### src/rtl/irq_msg_pkg.sv
package irq_msg_pkg;
  localparam int REG_AW   = 4;
  localparam int DW       = 32;
  localparam int BERR_BIT = 0;
  localparam int ALIGN_W  = 5;
  localparam logic [DW-1:0] PWR_OFF_CODE = 32'h0000_0002;

  typedef enum logic [REG_AW-1:0] {
    OFF_REQ  = 4'd0,
    OFF_MASK = 4'd1,
    OFF_PEND = 4'd2,
    OFF_CTRL = 4'd3,
    OFF_TGT  = 4'd4,
    OFF_SEC  = 4'd5,
    OFF_PWR  = 4'd6,
    OFF_VER  = 4'd7,
    OFF_IORS = 4'd8,
    OFF_ELOG = 4'd9,
    OFF_ARB  = 4'd10
  } reg_off_e;
endpackage

### src/rtl/irq_msg_seconds.sv
module irq_msg_seconds #(
  parameter int TICKS_PER_SEC = 100_000_000,
  parameter int DW            = 32
) (
  input  logic          clk,
  input  logic          rst_n,
  input  logic          wr_en,
  input  logic [DW-1:0] wdata,
  output logic [DW-1:0] value
);
  localparam int PRE_W = (TICKS_PER_SEC > 1) ? $clog2(TICKS_PER_SEC) : 1;
  localparam logic [PRE_W-1:0] PRE_LAST = PRE_W'(TICKS_PER_SEC - 1);

  logic [PRE_W-1:0] pre_q;
  logic [DW-1:0]    sec_q;
  logic [DW-1:0]    off_q;
  logic             tick;

  assign tick  = (pre_q == PRE_LAST);
  assign value = sec_q + off_q;

  always_ff @(posedge clk) begin
    if (!rst_n) begin
      pre_q <= '0;
      sec_q <= '0;
      off_q <= '0;
    end else begin
      pre_q <= tick ? '0 : pre_q + 1'b1;
      if (tick) sec_q <= sec_q + 1'b1;
      if (wr_en) off_q <= wdata - sec_q;
    end
  end
endmodule

### src/rtl/irq_msg_sched.sv
module irq_msg_sched #(
  parameter int NLINES = 32,
  parameter int DW     = 32,
  parameter int SRC_W  = (NLINES > 1) ? $clog2(NLINES) : 1
) (
  input  logic              clk,
  input  logic              rst_n,
  input  logic [NLINES-1:0] fire,
  input  logic [DW-1:0]     target,
  output logic              m_valid,
  input  logic              m_ready,
  output logic [DW-1:0]     m_addr,
  output logic [DW-1:0]     m_data,
  output logic [SRC_W-1:0]  m_src
);
  import irq_msg_pkg::*;

  logic [NLINES-1:0] owe_q;
  logic [NLINES-1:0] grant;
  logic [SRC_W-1:0]  pick_idx;
  logic              found;
  logic              launch;

  always_comb begin
    pick_idx = '0;
    found    = 1'b0;
    for (int i = 0; i < NLINES; i++) begin
      if (owe_q[i] && !found) begin
        pick_idx = SRC_W'(i);
        found    = 1'b1;
      end
    end
  end

  assign launch = !m_valid && found;
  assign grant  = launch ? (NLINES'(1) << pick_idx) : '0;

  always_ff @(posedge clk) begin
    if (!rst_n) begin
      owe_q   <= '0;
      m_valid <= 1'b0;
      m_addr  <= '0;
      m_data  <= '0;
      m_src   <= '0;
    end else begin
      owe_q <= (owe_q & ~grant) | fire;
      if (launch) begin
        m_valid <= 1'b1;
        m_addr  <= {target[DW-1:ALIGN_W], {ALIGN_W{1'b0}}};
        m_data  <= {{(DW-ALIGN_W){1'b0}}, target[ALIGN_W-1:0]};
        m_src   <= pick_idx;
      end else if (m_valid && m_ready) begin
        m_valid <= 1'b0;
      end
    end
  end
endmodule

### src/rtl/irq_msg_regs.sv
module irq_msg_regs #(
  parameter int NLINES = 32,
  parameter int DW     = 32,
  parameter logic [DW-1:0] TARGET_RST = 32'hFFFB_0003
) (
  input  logic              clk,
  input  logic              rst_n,
  input  logic [NLINES-1:0] irq_in,
  input  logic              s_req,
  input  logic              s_we,
  input  logic [3:0]        s_addr,
  input  logic [DW-1:0]     s_wdata,
  output logic              s_ack,
  output logic [DW-1:0]     s_rdata,
  output logic              s_err,
  input  logic [DW-1:0]     sec_value,
  output logic              sec_wr,
  output logic [NLINES-1:0] fire,
  output logic [DW-1:0]     target,
  output logic              pwr_off
);
  import irq_msg_pkg::*;

  logic [NLINES-1:0] line_q;
  logic [NLINES-1:0] edge_ev;
  logic [NLINES-1:0] pend_q;
  logic [NLINES-1:0] req_q;
  logic [DW-1:0]     mask_q;
  logic              berr_q;
  logic [DW-1:0]     tgt_q;
  logic [DW-1:0]     elog_q;
  logic [DW-1:0]     arb_q;
  logic [DW-1:0]     rd_mux;
  logic              decoded;
  logic              wr;
  logic              pend_clr;

  assign edge_ev  = irq_in & ~line_q;
  assign fire     = edge_ev & mask_q[NLINES-1:0] & {NLINES{~berr_q}};
  assign target   = tgt_q;
  assign wr       = s_req && s_we;
  assign pend_clr = s_req && (s_addr == OFF_PEND);
  assign sec_wr   = wr && (s_addr == OFF_SEC);

  always_comb begin
    decoded = 1'b1;
    rd_mux  = '0;
    case (s_addr)
      OFF_REQ:  rd_mux = DW'(req_q);
      OFF_MASK: rd_mux = mask_q;
      OFF_PEND: rd_mux = DW'(pend_q);
      OFF_CTRL: rd_mux[BERR_BIT] = berr_q;
      OFF_TGT:  rd_mux = tgt_q;
      OFF_SEC:  rd_mux = sec_value;
      OFF_PWR, OFF_VER, OFF_IORS: rd_mux = '0;
      OFF_ELOG: rd_mux = elog_q;
      OFF_ARB:  rd_mux = arb_q;
      default:  decoded = 1'b0;
    endcase
  end

  always_ff @(posedge clk) begin
    if (!rst_n) begin
      line_q  <= '0;
      pend_q  <= '0;
      req_q   <= '0;
      mask_q  <= '0;
      berr_q  <= 1'b0;
      tgt_q   <= TARGET_RST;
      elog_q  <= '0;
      arb_q   <= '0;
      s_ack   <= 1'b0;
      s_err   <= 1'b0;
      s_rdata <= '0;
      pwr_off <= 1'b0;
    end else begin
      line_q  <= irq_in;
      pend_q  <= (pend_clr ? '0 : pend_q) | edge_ev;
      req_q   <= req_q | (edge_ev & mask_q[NLINES-1:0]);
      s_ack   <= s_req;
      s_err   <= s_req && !decoded;
      s_rdata <= (s_req && !s_we) ? rd_mux : '0;
      pwr_off <= wr && (s_addr == OFF_PWR) && (s_wdata == PWR_OFF_CODE);
      if (wr) begin
        case (s_addr)
          OFF_MASK: mask_q <= s_wdata;
          OFF_CTRL: berr_q <= s_wdata[BERR_BIT];
          OFF_TGT:  tgt_q  <= s_wdata;
          OFF_ELOG: elog_q <= s_wdata;
          OFF_ARB:  arb_q  <= s_wdata;
          default:  ;
        endcase
      end
    end
  end
endmodule

### src/rtl/irq_msg_ctrl.sv
module irq_msg_ctrl #(
  parameter int NLINES        = 32,
  parameter int TICKS_PER_SEC = 100_000_000,
  parameter logic [31:0] TARGET_RST = 32'hFFFB_0003,
  parameter int SRC_W         = (NLINES > 1) ? $clog2(NLINES) : 1
) (
  input  logic              clk,
  input  logic              rst_n,
  input  logic [NLINES-1:0] irq_in,
  input  logic              s_req,
  input  logic              s_we,
  input  logic [3:0]        s_addr,
  input  logic [31:0]       s_wdata,
  output logic              s_ack,
  output logic [31:0]       s_rdata,
  output logic              s_err,
  output logic              m_valid,
  input  logic              m_ready,
  output logic [31:0]       m_addr,
  output logic [31:0]       m_data,
  output logic [SRC_W-1:0]  m_src,
  output logic              pwr_off
);
  import irq_msg_pkg::*;

  logic [DW-1:0]     sec_value;
  logic              sec_wr;
  logic [NLINES-1:0] fire;
  logic [DW-1:0]     target;

  irq_msg_seconds #(.TICKS_PER_SEC(TICKS_PER_SEC), .DW(DW)) u_sec (
    .clk(clk), .rst_n(rst_n), .wr_en(sec_wr), .wdata(s_wdata), .value(sec_value)
  );

  irq_msg_regs #(.NLINES(NLINES), .DW(DW), .TARGET_RST(TARGET_RST)) u_regs (
    .clk(clk), .rst_n(rst_n), .irq_in(irq_in),
    .s_req(s_req), .s_we(s_we), .s_addr(s_addr), .s_wdata(s_wdata),
    .s_ack(s_ack), .s_rdata(s_rdata), .s_err(s_err),
    .sec_value(sec_value), .sec_wr(sec_wr),
    .fire(fire), .target(target), .pwr_off(pwr_off)
  );

  irq_msg_sched #(.NLINES(NLINES), .DW(DW), .SRC_W(SRC_W)) u_sched (
    .clk(clk), .rst_n(rst_n), .fire(fire), .target(target),
    .m_valid(m_valid), .m_ready(m_ready),
    .m_addr(m_addr), .m_data(m_data), .m_src(m_src)
  );
endmodule

### config.mk
export PLATFORM = sky130hd
export DESIGN_NAME = irq_msg_ctrl
export DESIGN_NICKNAME = d
export VERILOG_FILES = /design/src/rtl/irq_msg_pkg.sv /design/src/rtl/irq_msg_seconds.sv /design/src/rtl/irq_msg_sched.sv /design/src/rtl/irq_msg_regs.sv /design/src/rtl/irq_msg_ctrl.sv
export SDC_FILE = /design/constraint.sdc
export NUM_CORES = 1
export LEC_CHECK = 0
export ABC_AREA = 0
export BUFFER_PORTS_ARGS = -buffer_cell sky130_fd_sc_hd__buf_4
export CORE_UTILIZATION = 55
export DETAILED_ROUTE_END_ITERATION = 10
export PLACE_DENSITY = 0.8
export SYNTH_ARGS = -nofsm -noshare
export SYNTH_HDL_FRONTEND = slang
export SYNTH_HIERARCHICAL = 1
export SYNTH_SLANG_ARGS = --single-unit
### constraint.sdc
create_clock -name clk -period 5.9 [get_ports clk]
set_clock_uncertainty 0.1 [all_clocks]
set_input_delay 0.295 -clock clk [delete_from_list [all_inputs] [get_ports clk]]
set_output_delay 0.295 -clock clk [all_outputs]
set_load 0.01 [all_outputs]
==> results of run 1 <==
-- layout make-up --
class,count,area [um^2]
clock buffers,60,1250
well taps,511,639
repair buffers,222,1830
clock inverters,19,209
fillers,3149,13400
diodes,2,5.00
flip-flops and latches,421,8430
inverters,70,263
multi-input cells,1904,11700
-- power groups by stage --
stage / sequential (mW) / combinational (mW) / clock [mW]
after floorplan: 3.00 / 0.310 / 0
after global placement: 3.00 / 0.479 / 0
after detailed placement: 3.00 / 0.488 / 0
after CTS: 2.94 / 0.526 / 2.87
after global routing: 2.94 / 0.580 / 2.98
final: 2.94 / 0.542 / 2.84
-- how the worst max path moves through the flow --
stage	to	slack (ps)
floorplan	u_regs/s_rdata[24]	3050
global placement	u_regs/s_rdata[24]	2630
detailed placement	u_regs/s_rdata[24]	2490
CTS	u_regs/s_rdata[24]	2480
global route	u_regs/s_rdata[24]	2250
finish	u_regs/s_rdata[24]	2440
-- what timing repair did --
item / in CTS / in global routing
hold buffers: 65 / 0
hold endpoints to repair: 161 / 0
gates resized for setup: 0 / 0
-- metal layers --
metal | wire length (um) | vias to the layer above | part of all wire | track usage
li1 | - | 9153 | - | -
met3 | 7150 | 187 | 0.11 | 0.0633
met4 | 2370 | 0 | 0.036 | 0.142
met5 | 0 | - | 0 | 0
met2 | 29400 | 1144 | 0.44 | 0.526
met1 | 27700 | 9338 | 0.42 | 0.443
-- worst max-delay path: stages, from the launching register on --
cell      delay (ps)
dfxtp_1          360
ha_1             260
fa_1             430
a211oi_1         410
o21ai_1          190
a21oi_1          210
nor2_1           130
o311ai_1         530
o21ai_0          190
xor2_1           180
a22oi_1          190
a31oi_1          100
-- layout by cell type, fill, tap and decap left out, types with 49 or more instances in the layout --
cell type / synthesis / layout
xnor2_1: 60 / 60
buf_4: 39 / 156
nand3_1: 53 / 49
ha_1: 64 / 64
a22oi_1: 65 / 65
a21oi_1: 194 / 194
a31oi_1: 54 / 53
nor2_1: 134 / 134
nand2_1: 428 / 427
a21boi_1: 59 / 59
and2_1: 70 / 70
dfxtp_1: 421 / 421
a21boi_0: 59 / 59
o21ai_0: 93 / 93
dlygate4sd3_1: 0 / 65
nor2b_1: 116 / 112
inv_1: 69 / 69
-- cell families (layout without fill, tap and decap cells) --
logic type | count (synthesis) | in the layout | share of synthesized area
XOR/XNOR | 92 | 92 | 0.0383
multiplexers | 11 | 11 | 0.00523
buffers and inverters | 252 | 371 | 0.0554
AO/OA/AOI/OAI | 692 | 692 | 0.217
flip-flops | 421 | 421 | 0.401
adder cells (fa/ha/maj) | 66 | 66 | 0.0400
AND/OR/NAND/NOR | 1011 | 1011 | 0.243
other | 1 | 34 | 0.000178
==> impl_metrics.yaml, run 1 <==
run_status:
  status: "complete, no violations"
global_routing:
  grt-ovfl-total: 0
  antenna_found_initial: 1
  grt_start_max_net_pins: 105
  grt_pass1_wl_um: 102000
  grt_usage: 0.333
  grt_pass1_vias: 18600
yosys:
  synthArstFlopShare: 0
  yosysTopAreaCell: "dfxtp_1"
  synth_warnings: 6
  yosysMostFrequentCell: "nand2_1"
  syn_area_mm2: 0.0210
  ys_seq_elements: 421
  yosys.area.top_type_share: 0.401
  netlist_instances: 2546
  synth_commonest_cells: "428 x nand2_1, 421 x dfxtp_1, 194 x a21oi_1"
  synthFlopType: "dfxtp_1"
  synth_cell_types: 83
  yosysSeqAreaShare: 0.401
  synth_edf_count: 0
  ys_top_cells_by_area: "dfxtp_1 40%, nand2_1 7.6%, a21oi_1 4.6%, ha_1 3.8%, nor2b_1 3.4%"
  synth_area_per_cell_um2: 8.26
sta:
  maxSlewHeadroom: 0.220
  max_freq_mhz: 289
  worst_slack_ps: 2440
  period_needed_ps: 3460
  timing.setup.tns_ps: 0
  hold_viol: 0
  worstMarginPinSlew_ps: 1170
  slew_viol_final: 0
  fin_crit_sh: 0.587
  hold_slack_ps: 46.6
  setup_viol: 0
  rsz0062_at_grt: "no"
place:
  numPortBuffers: 145
  placed_area_mm2: 0.0222
  place_congestion: 0.948
  pre_cts_ws_ps: 2490
  dp_cells: 3063
  dpl.hpwl_um: 44200
setup_path:
  timing.rr.start: "u_sec/sec_q[0]"
  start_kind: "flop"
  reg2reg_to: "u_regs/s_rdata[24]"
  startpoint: "u_sec/sec_q[0]"
  cp-end-kind: "flop"
  regToRegSetupSlack_ps: 2440
  worstPathArrival_ps: 3760
  rr_worst_depth: 11
  cp.required_ps: 6200
  cp_max_fo: 5
  path_class: "reg2reg"
floorplanning:
  boundaryPins: 178
  fp-row-count: 71
  die_width_um: 198
  start_util: 0.559
  die_h_um: 198
  coreArea_mm2: 0.0377
  die_area_mm2: 0.0390
detailed_routing:
  drc: 0
  via_per_inst: 6.18
  vias: 19800
  routed_wirelength_um: 66600
  ant_nets: 0
  wire_per_inst_um: 20.8
  initialDrtViolationCount: 2476
  dr.pass1.iters: 6
layout:
  area_growth_pct: 15.5
  layout-drive-gt1-share: 0.103
  design_area_mm2: 0.0243
  final_core_util: 0.645
  nNetsFinal: 2802
  final_cells: 3209
clock_tree:
  clk_pin_slew_ps: 60
  cts_setup_buffers: 0
  h-tree-depth: 2
  cts_buffers: 44
  tritoncts: "built"
  cts.sink_count: 421
  cts.path.max_buffers: 3
  insertion_delay_ps: 580
  root_buffer: "clkbuf_16"
power_and_ir_drop:
  pwr-share-seq: 0.465
  p_comb_frac: 0.086
  switching_share: 0.244
  p_total_mw: 6.32
  power.switching_mw: 1.55
  p_int_mw: 4.78
  vdd_drop_max_uv: 170
  clock_power_share: 0.449
  pwr_density_cell_mw_per_mm2: 260
  p_leak_nw: 9.12
worst_hold_path:
  whs_path_depth: 2
  hold_end: "u_regs/target[21]"
  min_from: "rst_n"
  hp-class: "in2reg"
job:
  drv_cap: 0
(Power assumes the default switching activity.)
==> run 2, diff against run 1 <==
--- a/config.mk
+++ b/config.mk
@@ -5,7 +5,7 @@
 export SDC_FILE = /design/constraint.sdc
 export NUM_CORES = 1
 export LEC_CHECK = 0
-export ABC_AREA = 0
+export ABC_AREA = 1
 export BUFFER_PORTS_ARGS = -buffer_cell sky130_fd_sc_hd__buf_4
 export CORE_UTILIZATION = 55
 export DETAILED_ROUTE_END_ITERATION = 10
==> constraint.sdc (replaced) <==
create_clock -name clk -period 3.63 [get_ports clk]
set_clock_uncertainty 0.1 [all_clocks]
set_input_delay 0.1815 -clock clk [delete_from_list [all_inputs] [get_ports clk]]
set_output_delay 0.1815 -clock clk [all_outputs]
set_load 0.01 [all_outputs]
==> run 2 against run 1 <==
Global-route usage down 0.94 points. Sequential cell count unchanged. First-iteration DRC count up 0.44%. Cell area up 11%. Area after synthesis up 8.7%. Non-clock buffer count up 41. Clock power up 76%. Critical endpoint is now u_sched/m_addr[19].
==> impl_metrics.yaml, run 2 <==
run_status:
  status: "complete, no violations"
sta:
  timing.setup.tns_ps: 0
  hold_viol: 0
  hold_slack_ps: 2.49
  worstMarginPinSlew_ps: 1090
  worst_slack_ps: 111
  period_needed_ps: 3520
  slew_viol_final: 0
  fin_crit_sh: 0.969
  maxSlewHeadroom: 0.276
  max_freq_mhz: 284
  setup_viol: 0
place:
  pre_cts_ws_ps: 34.4
  dpl.hpwl_um: 49100
  place_congestion: 0.954
  dp_cells: 4080
  placed_area_mm2: 0.0241
  numPortBuffers: 145
clock_tree:
  clk_pin_slew_ps: 60
  cts.sink_count: 421
  h-tree-depth: 2
  tritoncts: "built"
  cts.path.max_buffers: 3
  cts_buffers: 44
  insertion_delay_ps: 570
  root_buffer: "clkbuf_16"
setup_path:
  regToRegSetupSlack_ps: 110
  rr_worst_depth: 22
  cp-end-kind: "flop"
  cp.required_ps: 3980
  worstPathArrival_ps: 3870
  start_kind: "flop"
  cp_max_fo: 4
  path_class: "reg2reg"
  timing.rr.start: "u_sched/owe_q[2]"
  reg2reg_to: "u_sched/m_addr[19]"
floorplanning:
  boundaryPins: 178
  coreArea_mm2: 0.0409
  start_util: 0.559
  die_area_mm2: 0.0424
  die_width_um: 206
  die_h_um: 206
  fp-row-count: 74
yosys:
  muxShareOfSynthArea: 0
  synth_commonest_cells: "779 x nand2_1, 499 x nor2_1, 475 x inv_1"
  synth_top_family_by_area: "simple AND/OR/NAND/NOR gates"
  yosys.area.top_type_share: 0.369
  synthSimpleGateAreaFrac: 0.322
  yosysTopAreaCell: "dfxtp_1"
  synth_edf_count: 0
  ys_seq_elements: 421
  synth_area_per_cell_um2: 6.50
  synth_warnings: 6
  yosysSeqAreaShare: 0.369
  synth_compound_gate_area_share: 0.126
  yosysMostFrequentCell: "nand2_1"
  ys_top_cells_by_area: "dfxtp_1 37%, nand2_1 13%, nor2_1 8.2%, inv_1 7.8%, nand3_1 7.4%"
  synthArstFlopShare: 0
  synthAdderAreaFrac: 0.0368
  netlist_instances: 3520
  synthFlopType: "dfxtp_1"
  syn_area_mm2: 0.0229
  synth_cell_types: 49
  yosys.area_share.xor_xnor: 0.0264
detailed_routing:
  initialDrtViolationCount: 2487
  dr.pass1.iters: 6
  vias: 23200
  ant_nets: 0
  drc: 0
  routed_wirelength_um: 71500
  via_per_inst: 5.46
  wire_per_inst_um: 16.8
layout:
  final_core_util: 0.658
  layout-drive-gt1-share: 0.0991
  nNetsFinal: 3826
  area_growth_pct: 17.7
  design_area_mm2: 0.0269
  mostFrequentLayoutCell: "nand2_1"
  final_cells: 4254
  diodes: 0
  layout_common_cells: "778 x nand2_1, 474 x inv_1, 467 x nor2_1"
worst_hold_path:
  hp-class: "in2reg"
  hold_end: "u_regs/line_q[6]"
  whs_path_depth: 3
  min_from: "rst_n"
global_routing:
  grt_pass1_wl_um: 109000
  antenna_found_initial: 3
  grt_usage: 0.324
  grt_start_max_net_pins: 116
  grt_pass1_vias: 20900
  grt-ovfl-total: 0
power_and_ir_drop:
  vdd_drop_max_uv: 338
  switching_share: 0.257
  p_comb_frac: 0.127
  p_int_mw: 8.42
  p_total_mw: 11.3
  power.switching_mw: 2.92
  pwr_density_cell_mw_per_mm2: 421
  pwr-share-seq: 0.433
  p_leak_nw: 12.4
  clock_power_share: 0.440
job:
  drv_cap: 0
-- run 2: cell count changes in the layout (fill, tap and decap cells not counted), sizes merged, moves of 50 or more --
| cell | change |
|---|---|
| inv | +423 |
| nor2 | +381 |
| nand2 | +356 |
| nand3 | +284 |
| a21oi | +121 |
| a21boi | -118 |
| nor2b | -116 |
| o21ai | +116 |
| and2 | -67 |
| a22oi | -65 |
| xnor2 | -52 |
| a31oi | -50 |
-- run 2: worst max-delay path: stages (launching register included) --
cell and delay [ps]:
dfxtp_4 350, nor2_4 130, nand3_2 120, nor2_4 140, nand4_4 100, nor2_4 130
nand4_1 100, nor2_2 150, nand4_1 160, nor2_2 180, nand4_2 150, nor2_4 200
nand4_4 120, nor2_4 170, nand4_4 120, nor2_4 140, nand3_2 90, nand2_4 120
buf_4 130, clkinvlp_2 140, buf_4 170, nor2_1 120, nor2_1 70
-- run 2: power groups by stage --
stage	Sequential, mW	Combinational [mW]	Clock, mW
floorplan	4.98	0.701	0
global placement	4.99	1.12	0
detailed placement	4.99	1.14	0
CTS	4.89	1.21	5.02
global route	4.91	1.57	5.22
finish	4.90	1.44	4.99
-- run 2: layout make-up --
| class | count | area (um^2) |
|---|---|---|
| tap | 532 | 666 |
| clock inverter | 15 | 270 |
| timing repair inverter | 1 | 5.00 |
| clock buffer | 66 | 1350 |
| sequential | 421 | 8430 |
| fill | 3660 | 14000 |
| inverter | 495 | 1860 |
| multi-input combinational | 2461 | 12000 |
| timing repair buffer | 263 | 2310 |
-- run 2: logic make-up (layout without fill, tap and decap cells) --
logic type | Yosys count | in the layout
AOI/OAI and AO/OA | 558 | 558
other | 1 | 32
buffers and inverters | 669 | 840
DFF | 421 | 421
adders and majority gates | 66 | 66
xor gates and xnor gates | 69 | 69
and+or+nand+nor | 1736 | 1736
-- run 2: what timing repair did --
action	4_1_cts	5_1_grt
hold buffers	71	0
endpoints found under the hold margin	256	0
endpoints found under the setup margin	1	70
setup buffers	0	16
gates cloned	0	6
gates resized for setup	1	59
pin swaps	0	16
-- run 2: per-layer routing --
layer | vias up | track usage | wire length [um]
met4 | 0 | 0.114 | 2560
met2 | 991 | 0.530 | 32700
li1 | 11400 | - | -
met5 | - | 0 | 0
met1 | 10600 | 0.433 | 30300
met3 | 188 | 0.0470 | 5970
-- run 2: worst max path at each step --
| stage | start | to | slack [ps] | cells after the start |
|---|---|---|---|---|
| final | u_sched/owe_q[2] | u_sched/m_addr[19] | 110 | 22 |
| after global routing | u_sched/owe_q[2] | u_sched/m_addr[19] | -80 | 22 |
| after CTS | u_sched/owe_q[3] | u_sched/m_addr[24] | 50 | 21 |
| after detailed placement | u_sched/owe_q[3] | u_sched/m_addr[24] | 30 | 21 |
| after global placement | u_sched/owe_q[0] | u_sched/m_addr[6] | 180 | 21 |
| after floorplan | u_sched/owe_q[0] | u_sched/m_src[2] | 740 | 21 |
